===== src/rtl/fp_issue_tracker.sv =====
`timescale 1ns/1ps
module fp_issue_tracker #(
  parameter int NREG    = 32,
  parameter int LAT_INT = 1,
  parameter int LAT_ADD = 4,
  parameter int LAT_MUL = 7,
  parameter int LAT_DIV = 25,
  parameter int TW      = $clog2(NREG)
) (
  input  logic          clk,
  input  logic          rst,
  input  logic          iss_valid,
  input  logic [1:0]    iss_cls,
  input  logic [TW-1:0] iss_dst,
  input  logic [TW-1:0] iss_src_a,
  input  logic          iss_use_a,
  input  logic [TW-1:0] iss_src_b,
  input  logic          iss_use_b,
  output logic          iss_ready,
  output logic          wb_valid,
  output logic [TW-1:0] wb_tag
);
  localparam int DI = LAT_INT + 1;
  localparam int DA = LAT_ADD + 1;
  localparam int DM = LAT_MUL + 1;
  localparam int DV = LAT_DIV + 1;
  localparam int M1 = (DA > DI) ? DA : DI;
  localparam int M2 = (DM > M1) ? DM : M1;
  localparam int NS = (DV > M2) ? DV : M2;
  localparam int SW = $clog2(NS + 1);
  localparam int CW = $clog2(LAT_DIV + 1);

  logic [NS:0]     sv;
  logic [TW-1:0]   st [NS+1];
  logic [NREG-1:0] pend;
  logic [CW-1:0]   dcnt;
  logic [SW-1:0]   dly;
  logic            src_hold, is_div, fire;

  always_comb begin
    case (iss_cls)
      2'd0:    dly = SW'(DI);
      2'd1:    dly = SW'(DA);
      2'd2:    dly = SW'(DM);
      default: dly = SW'(DV);
    endcase
  end

  assign is_div    = (iss_cls == 2'd3);
  assign src_hold  = (iss_use_a && pend[iss_src_a]) || (iss_use_b && pend[iss_src_b]);
  assign iss_ready = !src_hold && !pend[iss_dst] && !sv[dly] && !(is_div && dcnt != '0);
  assign fire      = iss_valid && iss_ready;
  assign wb_valid  = sv[0];
  assign wb_tag    = st[0];

  always_ff @(posedge clk) begin
    if (rst) begin
      sv   <= '0;
      pend <= '0;
      dcnt <= '0;
      for (int j = 0; j <= NS; j++) st[j] <= '0;
    end else begin
      for (int j = 0; j < NS; j++) begin
        sv[j] <= sv[j+1];
        st[j] <= st[j+1];
      end
      sv[NS] <= 1'b0;
      st[NS] <= '0;
      if (sv[0]) pend[st[0]] <= 1'b0;
      if (fire) begin
        sv[dly - SW'(1)] <= 1'b1;
        st[dly - SW'(1)] <= iss_dst;
        pend[iss_dst]    <= 1'b1;
      end
      if (fire && is_div)  dcnt <= CW'(LAT_DIV - 1);
      else if (dcnt != '0) dcnt <= dcnt - CW'(1);
    end
  end
endmodule


===== config.mk =====
export PLATFORM = sky130hd
export DESIGN_NAME = fp_issue_tracker
export DESIGN_NICKNAME = d
export VERILOG_FILES = /design/src/rtl/fp_issue_tracker.sv
export SDC_FILE = /design/constraint.sdc
export NUM_CORES = 1
export LEC_CHECK = 0
export ABC_AREA = 1
export BUFFER_PORTS_ARGS = -buffer_cell sky130_fd_sc_hd__buf_4
export CORE_MARGIN = 2
export CORE_UTILIZATION = 60
export DETAILED_ROUTE_END_ITERATION = 16
export GPL_TIMING_DRIVEN = 0
export PLACE_DENSITY = 0.78
export SYNTH_ARGS = -nofsm -noshare
export SYNTH_HDL_FRONTEND = slang
export SYNTH_SLANG_ARGS = --single-unit

===== constraint.sdc =====
create_clock -name clk -period 2.3 [get_ports clk]
set_clock_uncertainty 0.15 [all_clocks]
set_input_delay 0 -clock clk [delete_from_list [all_inputs] [get_ports clk]]
set_output_delay 0 -clock clk [all_outputs]
set_load 0.01 [all_outputs]

==> impl_results.md <==
* Status: finished with violations
* Violated checks: negative setup slack
* Most used DFF post-synth: dfxtp_1
* Htree depth at 4
* Peak supply drop at 783 uV
* Clk_lat worst skew at 0.44 ns
* Crit path kind: register to output pin
* Setup violations, final at 2
* CP startpoint kind: register
* TritonCTS Buffers at 17
* Placed Area at 8370 um^2
* Residual DRC at 0
* Final antenna-violating net count at 0
* Fin area at 9710 um^2
* Core area at 13100 um^2
* Die width at 119 um
* Asr flop ratio synth at 0%
* Global-route wire length before repair at 31.8 mm
* DRT Pass-1 Iters at 5
* Row cnt at 42
* Max cap viols at 0
* Most frequent cell after synthesis: nand2_1
* Clock Sinks at 199
* Die Y at 119 um
* Gr busiest metal: met2
* Worst EP arrival at 2.18 ns
* Via count at 7368
* Crit share post-route at 101%
* Syn_area_per_cell at 7.17 um^2
* Most common cell on crit path: nand2_1
* Largest net degree at the start of global routing at 20
* Post-DR vias/cell at 5.32
* Area of the multi-input gates at 3280 um^2
* Remaining global-route overflow at 0
* Area Growth Syn to Fin at 21.6%
* P_leak at 4.10 nW
* Required time worst endpoint at 2.15 ns
* Diodes inserted at 0
* Met3 Usage GRT at 5.60%
* Tot GR Track Use at 28.2%
* CTS Buffer Depth at 2
* Met1 usage at 37.1%
* CP max-delay cell: dfxtp_2
* # fillers at 990
* GPL Wtd Cong at 0.991
* Port-buffer cells at 22
* Number of synthesized flops with an enable pin at 0
* Max Slew Vio Count at 0
* Antenna violations before repair at 0
* Clock Pin Slew Worst Setup and Hold Paths at 0.07 ns
* Reg2Reg Depth at 16
* Critical path, cell by cell: inv_2, ha_4, nand2_4, nor2_4, nand2_1, nand2_1, nand2_1, nor2_1, nand2_1, nor2_4, nand2_4, nor2_4, buf_6, buf_4
* Post-Route Setup TNS at -0.0528 ns
* Drt total wl at 20.3 mm
* Hold Crit Class: input port to register
* Post-Syn Area at 7990 um^2
* Relative slew slack at 61.1%
* Worst-margin pin slew at 0.583 ns
* Fmax at 0.430 GHz
* RSZ-0062 raised after global routing: yes
* Vias in the first global route at 6619
* Hold Path Cell Cnt at 5
* Yosys warns at 0
* M2 GR Usage at 45.5%
* Root buf cell: clkbuf_16
* Netlist cell types at 26
* IO Count at 29
* Endpoints failing hold at 0
* Post-synthesis register bit count at 199
* Synth area leaders: dfxtp_1 (50%), nand2_1 (13%), inv_1 (8.4%), nor2_1 (7.9%), nand3_1 (5.0%)
* Register area at 3990 um^2
* Final net count at 1226
* Synth top area share at 49.9%
* Power Dens Cells at 788 nW/um^2
* Register area share after synthesis at 49.9%
* Initial Util at 60.8%
* Fin worst setup slack at -0.0273 ns
* CP max FO at 4
* Initial DRC count at 723
* Ratio of cells with drive above 1 in the final layout at 12.7%
* WL/cell at 14.6 um
* Commonest cells in the netlist: nand2_1 (284), dfxtp_1 (199), inv_1 (178)
* CP peak stage delay at 0.33 ns
* CTS tree: yes
* Syn Inst Count at 1113
* Fin crit period at 2.33 ns
* CP endpoint kind: output pin
* Mapped Nets at 1144
* HPWL Detailed at 13.2 mm
* Yosys top cell by area: dfxtp_1
* Die area at 14200 um^2
power breakdown:
| part | switching, mW | internal, mW |
|---|---|---|
| Combinational | 0.563 | 0.425 |
| Clock | 1.41 | 1.72 |
| Sequential | 0.0415 | 3.50 |
cell type report:
cell class / instances / area share [%]
Sequential cell: 199 / 41.1
Multi-Input combinational cell: 678 / 33.8
Inverter: 183 / 7.07
Timing Repair Buffer: 62 / 6.28
Clock buffer: 19 / 4.66
Buffer: 54 / 3.04
Tap cell: 176 / 2.27
Clock inverter: 13 / 1.83
per-stage QoR:
step	hold slack [ns]	setup WS [ns]	std cells	util, %	power, mW
final	0.0381	-0.0273	1384	73.9	7.65
after global routing	0.0716	-0.165	1384	73.9	7.89
after CTS	0.0243	0.00435	1367	70.4	7.41
after detailed placement	0.163	-0.304	1311	63.7	4.24
after global placement	0.156	-0.287	1311	63.7	4.23
after floorplan	0.00811	0.190	1113	-	4.06
critical path: cells and delay by family (launching register included):
| kind | cells | cell delay [ns] |
|---|---|---|
| flops | 1 | 0.33 |
| buf+inv | 3 | 0.31 |
| fa+ha+maj | 1 | 0.15 |
| simple gates | 10 | 0.95 |
repair_timing:
item | 4_1_cts | 5_1_grt
hold buffers | 18 | 0
gates resized for setup | 9 | 78
endpoints found under the hold margin | 64 | 0
setup buffers | 5 | 14
pin swaps | 6 | 23
gates cloned | 1 | 4
endpoints found under the setup margin | 90 | 90
registers in the layout (all words and copies together) (netlist names):
register,flops
dcnt,5
pend,32
st,135
sv,27
cell families (layout without fill, tap and decap cells):
family / after synthesis / in the layout / synth area share [%]
compound gates: 70 / 70 / 5.45
xor+xnor: 3 / 3 / 0.329
fa+ha+maj: 9 / 9 / 1.41
buf+inv: 237 / 331 / 11.6
flops: 199 / 199 / 49.9
simple gates: 595 / 596 / 31.3
worst paths after layout:
check,end,slack [ns],from
min,pend[3]$_SDFF_PP0_,0.04,iss_dst[3]
min reg2reg,st[6][3]$_DFF_P_,0.24,st[7][3]$_DFF_P_
max,iss_ready,-0.03,dcnt[0]$_SDFFE_PP0P_
max reg2reg,sv[4]$_SDFF_PP0_,-0.03,dcnt[0]$_SDFFE_PP0P_
per-layer routing:
layer / routed length (um) / up-vias
li1: - / 3602
met1: 8540 / 3353
met2: 9430 / 348
met3: 1730 / 65
met4: 571 / 0
met5: 0 / -
placed cells by master (no fill, tap or decap), types with 4 or more instances in the layout:
cell type	instances
o21ai_0	5
buf_6	11
dfxtp_1	197
o21ai_1	4
buf_2	11
buf_8	4
inv_1	176
clkbuf_1	26
nand4_1	49
nand2_1	275
nand3_1	77
o21ai_2	26
inv_6	4
ha_1	8
inv_2	6
o211ai_1	34
nor2_4	5
nor3_1	6
nor2_1	164
dlygate4sd3_1	15
nand2_2	7
buf_1	8
buf_4	33
clkbuf_16	20
(Power assumes the default switching activity.)
